`config.mk`:
```
export PLATFORM = sky130hd
export DESIGN_NAME = pwr_state_mgr
export DESIGN_NICKNAME = d
export VERILOG_FILES = /design/src/rtl/pwr_pkg.sv /design/src/rtl/psm_ctrl.sv /design/src/rtl/psm_datapath.sv /design/src/rtl/pwr_state_mgr.sv
export SDC_FILE = /design/constraint.sdc
export NUM_CORES = 1
export LEC_CHECK = 0
export ABC_AREA = 1
export BUFFER_PORTS_ARGS = -buffer_cell sky130_fd_sc_hd__buf_2
export CAP_MARGIN = 25
export CORE_MARGIN = 1.5
export CORE_UTILIZATION = 30
export CTS_CLUSTER_SIZE = 12
export DETAILED_ROUTE_END_ITERATION = 10
export PLACE_DENSITY_LB_ADDON = 0.15
export SLEW_MARGIN = 10
export SYNTH_ARGS = -nofsm -noshare
export SYNTH_HDL_FRONTEND = slang
export SYNTH_SLANG_ARGS = --single-unit
export TNS_END_PERCENT = 1
```
`constraint.sdc`:
```
create_clock -name clk -period 1.1 [get_ports clk]
set_input_delay 0.22 -clock clk [delete_from_list [all_inputs] [get_ports clk]]
set_output_delay 0.22 -clock clk [all_outputs]
set_load 0.05 [all_outputs]
```
`src/rtl/pwr_pkg.sv`:
```
package pwr_pkg;
  typedef enum logic [1:0] {
    PS_D0 = 2'd0,
    PS_D1 = 2'd1,
    PS_D2 = 2'd2,
    PS_D3 = 2'd3
  } pstate_t;

  typedef struct packed {
    logic enterLow;
    logic enterD0;
    logic enterD3;
  } strobe_t;

  function automatic logic isLow(input logic [1:0] s);
    return (s == PS_D1) || (s == PS_D2);
  endfunction
endpackage

```
`src/rtl/psm_ctrl.sv`:
```
module psm_ctrl
  import pwr_pkg::*;
#(
  parameter bit HAS_D1 = 1'b1,
  parameter bit HAS_D2 = 1'b1
) (
  input  logic       clk,
  input  logic       busRstN,
  input  logic       reqValid,
  input  logic       reqCard,
  input  logic [1:0] reqState,
  output logic [1:0] curState,
  output logic [1:0] cardState,
  output logic       reqErr,
  output strobe_t    stb
);
  logic supported;
  logic ctrlOk;
  logic cardOk;
  logic badReq;

  always_comb begin
    unique case (reqState)
      PS_D1:   supported = HAS_D1;
      PS_D2:   supported = HAS_D2;
      default: supported = 1'b1;
    endcase
    ctrlOk = reqValid && !reqCard && (curState != PS_D3) && supported &&
             !(isLow(reqState) && (cardState == PS_D0));
    cardOk = reqValid && reqCard && (curState != PS_D3) &&
             !(isLow(curState) && (reqState == PS_D0));
    badReq = reqValid && !ctrlOk && !cardOk;
    stb.enterLow = ctrlOk && isLow(reqState) && !isLow(curState);
    stb.enterD0  = ctrlOk && (reqState == PS_D0) && (curState != PS_D0);
    stb.enterD3  = ctrlOk && (reqState == PS_D3) && (curState != PS_D3);
  end

  always_ff @(posedge clk or negedge busRstN) begin
    if (!busRstN) begin
      curState  <= PS_D0;
      cardState <= PS_D0;
      reqErr    <= 1'b0;
    end else begin
      reqErr <= badReq;
      if (ctrlOk) curState  <= reqState;
      if (cardOk) cardState <= reqState;
    end
  end
endmodule

```
`src/rtl/psm_datapath.sv`:
```
module psm_datapath
  import pwr_pkg::*;
(
  input  logic       clk,
  input  logic       busRstN,
  input  strobe_t    stb,
  input  logic [1:0] curState,
  input  logic       cardStsChg,
  input  logic       cardFuncIrq,
  input  logic       wakeEn,
  input  logic       wakeClr,
  input  logic       slotPwrCtl,
  input  logic       initDone,
  output logic       sysIrq,
  output logic       busWake,
  output logic       slotPwrEn,
  output logic       clkEn,
  output logic       accessOk,
  output logic       ctxValid
);
  logic slotHeld;
  logic lowNow;
  logic onNow;

  assign lowNow = isLow(curState);
  assign onNow  = (curState == PS_D0);

  always_ff @(posedge clk or negedge busRstN) begin
    if (!busRstN) begin
      slotHeld <= 1'b0;
      busWake  <= 1'b0;
      ctxValid <= 1'b0;
    end else begin
      if (stb.enterLow) slotHeld <= slotPwrCtl;
      if (stb.enterD0 || stb.enterD3 || wakeClr) busWake <= 1'b0;
      else if (lowNow && cardStsChg && wakeEn) busWake <= 1'b1;
      if (stb.enterD3) ctxValid <= 1'b0;
      else if (initDone && (curState != PS_D3)) ctxValid <= 1'b1;
    end
  end

  always_comb begin
    sysIrq    = onNow && (cardStsChg || cardFuncIrq);
    accessOk  = onNow;
    clkEn     = (curState != PS_D3);
    slotPwrEn = onNow ? slotPwrCtl : (lowNow ? slotHeld : 1'b0);
  end
endmodule

```
`src/rtl/pwr_state_mgr.sv`:
```
module pwr_state_mgr
  import pwr_pkg::*;
#(
  parameter bit HAS_D1 = 1'b1,
  parameter bit HAS_D2 = 1'b1
) (
  input  logic       clk,
  input  logic       busRstN,
  input  logic       reqValid,
  input  logic       reqCard,
  input  logic [1:0] reqState,
  input  logic       cardStsChg,
  input  logic       cardFuncIrq,
  input  logic       wakeEn,
  input  logic       wakeClr,
  input  logic       slotPwrCtl,
  input  logic       initDone,
  output logic [1:0] curState,
  output logic [1:0] cardState,
  output logic       reqErr,
  output logic       sysIrq,
  output logic       busWake,
  output logic       slotPwrEn,
  output logic       clkEn,
  output logic       accessOk,
  output logic       ctxValid
);
  strobe_t stb;

  psm_ctrl #(.HAS_D1(HAS_D1), .HAS_D2(HAS_D2)) uCtrl (
    .clk(clk), .busRstN(busRstN), .reqValid(reqValid), .reqCard(reqCard),
    .reqState(reqState), .curState(curState), .cardState(cardState),
    .reqErr(reqErr), .stb(stb)
  );

  psm_datapath uData (
    .clk(clk), .busRstN(busRstN), .stb(stb), .curState(curState),
    .cardStsChg(cardStsChg), .cardFuncIrq(cardFuncIrq), .wakeEn(wakeEn),
    .wakeClr(wakeClr), .slotPwrCtl(slotPwrCtl), .initDone(initDone),
    .sysIrq(sysIrq), .busWake(busWake), .slotPwrEn(slotPwrEn),
    .clkEn(clkEn), .accessOk(accessOk), .ctxValid(ctxValid)
  );
endmodule

```
Yosys cells after proc, flatten, opt, wreduce, memory -nomap -nowiden. Index checks and enable logic that the tools add are counted.

Logic and storage cells: 55. Output and inout port bits: 11. Input port bits: 12. Register bits: 8.

Reduce and logical (&&, ||, !) cells: 37. Muxes and demuxes: 6. Equal/unequal tests: 6.

Operators with widths (number): $logic_and A1 B1 Y1 (20); $eq A2 B2 Y1 const B (3); $logic_not A1 Y1 (6); $logic_not A2 Y1 (3); $mux W1 (6); $reduce_bool A2 Y1 (3); $logic_or A1 B1 Y1 (5); $eq A2 B1 Y1 const B (2); $ne A2 B2 Y1 const B (1).

Longest topological paths before layout. Gate-level depths: netlist of run 1.

Depth in word-level cells: 10. Gate-level depth with buffers: 8. Gate-level depth less buffers: 8.

Cells and area by module. Synthesis of run 1 repeated with hierarchy kept, for this count alone.

Cells, all modules: 74. Area, all modules: 531.8 µm².

Modules (own cells, without submodules): psm_ctrl (cells an instance 49, area each 346.6 µm², times used 1); psm_datapath (cells an instance 25, area each 185.2 µm², times used 1).

Worst setup path before layout of run 1. OpenSTA, ideal clock, no wires.

Path type: reg-to-output. Start point: reg uCtrl.curState[0]. End point: out sysIrq. Required time: 880 ps. Cell stages (with the launch flop): 5. Arrival: 1994 ps. Path buffers: 0. Slack: -1114 ps. Cell sequence: dfrtp_1 > inv_1 > ha_1 > inv_1 > nor2_1.

Cells in the longest elaborated chain, start to end: 2.

RTL lines: start: declaration (RTL line psm_ctrl.sv:12) `output logic [1:0] curState,`; start signal: assignment (RTL line psm_ctrl.sv:45) `if (ctrlOk) curState <= reqState;`; $logic_not A2 Y1 (RTL line psm_datapath.sv:26) `assign onNow = (curState == PS_D0);`; net accessOk (RTL line pwr_state_mgr.sv:25) `output logic accessOk,`; $logic_and A1 B1 Y1 (RTL line psm_datapath.sv:43) `sysIrq = onNow && (cardStsChg || cardFuncIrq);`; end: declaration (RTL line pwr_state_mgr.sv:21) `output logic sysIrq,`.

The timed path passes the listed nets, and every way through them passes these cells.

Final worst setup path of run 1.
Start point: reg uCtrl.curState[0]. End point: out slotPwrEn.

Cells in the longest elaborated chain, start to end: 4. Elaborated cells between the ends (all ways): 6. Those cells by class: eq/ne (2); mux (2); reduce/logical (2).

RTL lines: $eq A2 B1 Y1 or $eq A2 B2 Y1 (tied branches) (RTL line pwr_pkg.sv:16) `return (s == PS_D1) || (s == PS_D2);`; $logic_or A1 B1 Y1 (RTL line pwr_pkg.sv:16); $mux W1 (RTL line psm_datapath.sv:46) `slotPwrEn = onNow ? slotPwrCtl : (lowNow ? slotHeld : 1'b0);`; $mux W1 * (RTL line psm_datapath.sv:46); end: declaration (RTL line pwr_state_mgr.sv:23) `output logic slotPwrEn,`.

Mark *: on every way between the ends. The rest lies on a longest branch, timed or not.

==> results of run 1 <==
==> state kept, by name, indices dropped and copies added (netlist names) <==
name / count
uCtrl.cardState: 2
uData.slotHeld: 1
uCtrl.curState: 2
uCtrl.reqErr: 1
uData.ctxValid: 1
uData.busWake: 1
==> cell families after synthesis <==
kind of cell,share of synthesized area [%]
flops,42.0
simple gates,30.2
fa+ha+maj,10.5
buf+inv,9.45
compound gates,7.87
==> cell usage after synthesis <==
cell,count,area share [%]
nor2_4,1,2.4
a21o_2,1,1.8
nor2_1,5,3.9
o21ai_0,2,2.1
o21ai_1,1,1.0
nand2_2,2,2.6
nand2_1,14,11
inv_1,11,8.7
dfrtp_1,8,42
o21ai_2,1,1.8
nand3_1,5,5.2
nand4_1,2,2.6
inv_2,1,0.79
nand2_4,1,2.4
ha_1,4,10
a21oi_1,1,1.0
==> through the flow <==
step | setup TNS (ns) | power (uW) | setup WS, ns
2_1_floorplan | -2.76 | 1620 | -0.307
3_3_place_gp | -1.81 | 2030 | -0.220
3_5_place_dp | -1.80 | 2040 | -0.234
4_1_cts | -3.04 | 2700 | -0.312
5_1_grt | -4.17 | 2870 | -0.370
6_report | -2.99 | 2680 | -0.307
==> cell usage in the layout, fill, tap and decap left out, types with 3 or more instances in the layout <==
cell	instances
buf_2	14
buf_4	13
nand2_1	12
inv_1	8
dfrtp_1	6
nand3_1	4
clkbuf_4	4
buf_6	4
nand2_2	3
nor2_4	3
nor2_1	3
==> area by class of cell <==
type,instances,area (um2),share of cell area [%]
clock buffers,3,22.5,2.64
repair buffers,35,260,30.5
well taps,16,20.0,2.35
inverters,12,52.6,6.17
multi-input cells,40,294,34.5
flip-flops and latches,8,203,23.8
==> timing repair <==
item,in CTS,in global routing
buffers inserted,2,0
setup endpoints to repair,16,15
endpoints found under the hold margin,8,0
hold buffers,1,0
gates resized for setup,21,2
pin swaps,4,1
==> critical path, cell delays in order, from the launching register on <==
cell and delay [ns]:
dfrtp_2 0.36, inv_2 0.04, ha_4 0.27, nand3_4 0.06, nand2_4 0.06, buf_8 0.13
==> metal layers <==
layer	share of wire (%)	up-vias	GRT usage (%)
met5	0	-	0
met4	2.0	0	7.50
met3	5.3	4	3.83
met2	44	15	21.2
met1	48	214	19.1
li1	-	266	-
==> path summary, 6_finish.rpt <==
check / endpoint / depth (start not counted)
hold / removal: uData.busWake / 4
hold reg to reg: uCtrl.cardState[0] / 2
min in group asynchronous: uCtrl.cardState[0] / 2
setup / recovery: slotPwrEn / 5
setup reg to reg: uCtrl.cardState[0] / 7
max in group asynchronous: uCtrl.curState[1] / 2
==> where the power goes <==
group          switching (uW)  total, uW  leakage, uW  internal, uW
clock                     105        230    0.0000138           125
combinational            1160       1980     0.000342           814
sequential               70.5        475    0.0000951           405
total                    1340       2680     0.000451          1340
==> metrics.md, run 1 <==
| Metric | Value |
|---|---|
| Setup-failing EPs final | `14` |
| Clock Tree Root | `clkbuf_4` |
| Max Cap Violations | `0` |
| Antenna Nets Post-Route | `0` |
| Syn_nets | `76` |
| Initial antenna violation count | `0` |
| DRC | `0` |
| WHS | `between 0.2 and 0.25 ns` |
| Tot GR Track Use | `roughly 14%` |
| Crit path required time | `0.88 ns` |
| Vias in the first global route | `between 400 and 500` |
| Distinct cells, synth | `16` |
| Nets | `~120` |
| Clk_lat worst skew | `0.26 ns` |
| Fmax | `around 0.71 GHz` |
| CP Data Arrival Time | `around 1.2 ns` |
| RR Startpoint | `uCtrl.curState[1]` |
| Die area | `0.00184 mm2` |
| Final cycle utilization of the critical path | `128%` |
| Finished Core Util | `57.2%` |
| First-pass GRT wire length | `slightly below 2000 um` |
| Hold Path Origin | `wakeClr` |
| Syn Area/Cell | `slightly below 8 um2` |
| Largest net degree at the start of global routing | `9` |
| Core Rows | `14` |
| Area grow syn2layout | `78.7%` |
| Max IR drop VDD | `approximately 1300 uV` |
| Post-Syn Area | `between 400 and 500 um2` |
| CTS tree | `done` |
| Routed len/inst | `approximately 9 um` |
| Leakage | `0.000451 uW` |
| Crit path max fanout | `2` |
| RSZ-0062 raised after global routing | `true` |
| Crit path kind | `register to primary output` |
| CP endpoint kind | `primary output` |
| Clk pin slew, worst setup/hold paths | `about 0.050 ns` |
| WL final | `between 1000 and 1500 um` |
| Vias per cell | `roughly 4.4` |
| Final worst slack | `-0.307 ns` |
| Placed cell area | `just over 700 um2` |
| Number of synthesized register bits | `8` |
| Antenna diodes | `0` |
| # IOs | `23` |
| Bufs on Longest Clock Path | `2` |
| Num CTS Buffers | `3` |
| DRT iter0 DRCs | `3` |
| CTS Sinks | `8` |
| Worst Skew | `roughly 0.00056 ns` |
| R2R setup slack | `-0.22 ns` |
| Core box area | `about 0.0015 mm2` |
| GP Congestion | `between 0.7 and 0.8` |
| Congestion Overflow GR | `0` |
| Tightest Pin Transition | `roughly 0.25 ns` |
| Failing checks | `negative setup slack` |
| Layout cells sized above 1 | `57.1%` |
| Chip width | `between 40 and 50 um` |
| H-tree levels | `1` |
| Cells after Synth | `60` |
| Vias | `499` |
| Startpoint Class | `register` |
| DRT Pass-1 Iters | `3` |
| Warnings, synthesis | `0` |
| Sequential area share after synthesis | `42.0%` |
| Placed insts | `~110` |
| Slew headroom | `between 80% and 90%` |
| Critical Path Source | `uCtrl.curState[0]` |
| Max-slew violations | `0` |
| Post-DP HPWL | `829 um` |
| Tmin final | `around 1.4 ns` |
| Design area | `852 um2` |
| Initial core utilization | `32.0%` |
| IO Port Bufs | `22` |
| Status | `finished, violations left` |
| Post-route insts no fill | `~110` |
| Final Hold Viols | `0` |
| PwrDens | `3150 mW/mm2` |
| Die Ht | `roughly 43 um` |
| Worst hold path type | `input port to register` |
| Fillers | `approximately 140` |
(Power assumes the default switching activity.)
==> inputs of run 2 (changes only) <==
Settings changed: SETUP_SLACK_MARGIN from default to 0.4.
==> run 2 against run 1 <==
The flow still finishes with violations (negative setup slack). Via count up 2.2%. Clock skew barely moved. Sequential cell count unchanged. Worst setup slack about the same. Cell area is 2.8% higher. Critical path type unchanged.
==> metrics.md, run 2 (synthesis gave the netlist of run 1 again) <==
| Metric | Value |
|---|---|
| Switching part of the total power | `49.4% (-0.48 points)` |
| Antenna Nets Post-Route | `0 (unchanged)` |
| Crit path max fanout | `2 (unchanged)` |
| Congestion Overflow GR | `0 (unchanged)` |
| PwrDens | `3120 mW/mm2 (-0.65%)` |
| Metal1 wirelength | `485 um (-2.2%)` |
| WL final | `1070 um (+3.9%)` |
| Core Rows | `14 (unchanged)` |
| Die area | `0.00184 mm2 (unchanged)` |
| Antenna diodes | `0 (unchanged)` |
| Finished Core Util | `58.8% (+1.6 points)` |
| Placed cell area | `722 um2 (unchanged)` |
| Max layer used | `met4` |
| IO Port Bufs | `22 (unchanged)` |
| Clk_lat worst skew | `0.26 ns (about the same)` |
| Power, Total | `2740 uW (+2.1%)` |
| Layout cells sized above 1 | `57.1% (unchanged)` |
| Startpoint Class | `register` |
| Clock Tree Root | `clkbuf_4` |
| DRT iter0 DRCs | `5 (+2)` |
| Leakage | `0.000457 uW (+1.4%)` |
| Fillers | `132 (-3.6%)` |
| Vias | `510 (+2.2%)` |
| DRT Pass-1 Iters | `4 (+1)` |
| Combinational power share | `73.8% (about the same)` |
| Core box area | `0.00149 mm2 (unchanged)` |
| Post-route insts no fill | `114 (unchanged)` |
| Nets | `116 (unchanged)` |
| DP Worst Slack | `-0.234 ns (unchanged)` |
| Chip width | `42.9 um (unchanged)` |
| GP Congestion | `0.751 (unchanged)` |
| Buf/Inv on CP | `2 (unchanged)` |
| Design area | `876 um2 (+2.8%)` |
| Register share of total power | `17.8% (about the same)` |
| Clock Power Share | `8.4% (-0.2 points)` |
| Routed len/inst | `9.38 um (+3.9%)` |
| Post-DP HPWL | `829 um (unchanged)` |
| DRC | `0 (unchanged)` |
| First-pass GRT wire length | `2030 um (+4.6%)` |
| Met3 WL | `67 um (+22%)` |
| Max Cap Violations | `0 (unchanged)` |
| Status | `finished, violations left` |
| CP Data Arrival Time | `1.19 ns (about the same)` |
| Num CTS Buffers | `3 (unchanged)` |
| Critical Path Max Stage Delay | `0.36 ns (about the same)` |
| H-tree levels | `1 (unchanged)` |
| Pint | `1390 uW (+3.1%)` |
| Top flop regs | `uCtrl.cardState: 2 flops, uCtrl.curState: 2 flops` |
| Tmin final | `1.41 ns (-0.0000770 ns)` |
| Max IR drop VDD | `1270 uV (+0.46%)` |
| Placed insts | `108 (unchanged)` |
| Max-slew violations | `0 (unchanged)` |
| Final Hold Viols | `0 (unchanged)` |
| Vias per cell | `4.47 (+2.2%)` |
| Worst Skew | `0.000375 ns (-0.000189 ns)` |
| Die Ht | `42.9 um (unchanged)` |
| Largest net degree at the start of global routing | `9 (unchanged)` |
| Multi-input gate area | `294 um2 (unchanged)` |
| Psw | `1350 uW (+1.1%)` |
| Final cycle utilization of the critical path | `128% (about the same)` |
| Crit path required time | `0.88 ns (about the same)` |
| RSZ-0062 raised after global routing | `true` |
| CP endpoint kind | `primary output` |
| Fmax | `0.711 GHz (about the same)` |
| Family with the most delay on the worst path | `flip-flops` |
| Crit path cell chain | `inv_2, ha_4, nand3_4, nand2_4, buf_8` |
| Initial antenna violation count | `0 (unchanged)` |
| Initial core utilization | `32.0% (unchanged)` |
| Clk pin slew, worst setup/hold paths | `0.05 ns (about the same)` |
| Tightest Pin Transition | `0.246 ns (-0.00111 ns)` |
| Tot GR Track Use | `15.1% (+0.71 points)` |
| Slowest-stage cell, CP | `dfrtp_2` |
| Final worst slack | `-0.307 ns (+0.0000770 ns)` |
| # IOs | `23 (unchanged)` |
| Area grow syn2layout | `83.7%` |
| Failing checks | `negative setup slack` |
| WL met2 | `494 um (+8.3%)` |
| Setup-failing EPs final | `14 (unchanged)` |
| Most frequent cells in the layout | `nand2_1 (12), buf_2 (12), buf_4 (11), buf_6 (9), inv_1 (8)` |
| Vias in the first global route | `501 (+6.6%)` |
| CTS Sinks | `8 (unchanged)` |
| CTS tree | `done` |
| Worst hold path type | `input port to register` |
| Crit path kind | `register to primary output` |
| Sequential Area | `203 um2 (unchanged)` |
| Bufs on Longest Clock Path | `2 (unchanged)` |
| Slew headroom | `83.7% (about the same)` |
[run 2: worst register-to-register path: cells and delay by family (launching register included)]
family / cells / cell delay (ns)
AOI/OAI and AO/OA: 1 / 0.08
and+or+nand+nor: 3 / 0.30
buffers and inverters: 2 / 0.21
DFF: 1 / 0.40
adders and majority gates: 1 / 0.21
[run 2: metal layers]
| metal | vias to the layer above | global-route usage, % |
|---|---|---|
| met5 | - | 0 |
| met4 | 0 | 7.50 |
| met3 | 4 | 3.83 |
| met2 | 18 | 23.0 |
| met1 | 222 | 19.6 |
| li1 | 266 | - |
[run 2: power by group through the flow]
stage	logic [uW]	clock network (uW)	registers [uW]
2_1_floorplan	819	0	797
3_3_place_gp	1560	0	475
3_5_place_dp	1570	0	474
4_1_cts	2030	236	484
5_1_grt	2170	254	504
6_report	2020	231	486
[run 2: worst paths after layout]
path,slack (ns),end,cells past startpoint,start
min in group asynchronous,0.33,uCtrl.cardState[0],2,busRstN
max reg2reg,-0.22,uCtrl.cardState[0],7,uCtrl.curState[1]
min,0.20,uData.busWake,4,wakeClr
max,-0.31,slotPwrEn,5,uCtrl.curState[0]
max in group asynchronous,0.58,uCtrl.curState[0],2,busRstN
min reg2reg,0.54,uData.slotHeld,2,uData.slotHeld
[run 2: what timing repair did]
| action | 4_1_cts | 5_1_grt |
|---|---|---|
| hold buffers | 1 | 0 |
| pin swaps | 4 | 1 |
| endpoints found under the hold margin | 8 | 0 |
| gates resized for setup | 29 | 1 |
| buffers inserted | 2 | 0 |
| setup endpoints to repair | 19 | 19 |
| cloned | 0 | 0 |
[run 2: cell type report]
type	count	share of cell area (%)
Multi-Input combinational cell	40	33.6
Timing Repair Buffer	35	32.4
Sequential cell	8	23.1
Inverter	12	6.00
Clock buffer	3	2.57
Tap cell	16	2.29
[run 2: stage by stage]
step           TNS, ns  hold slack, ns
2_1_floorplan    -2.76         -0.0756
3_3_place_gp     -1.81          0.0773
3_5_place_dp     -1.80          0.0773
4_1_cts          -3.04           0.200
5_1_grt          -4.17           0.211
6_report         -3.00           0.201
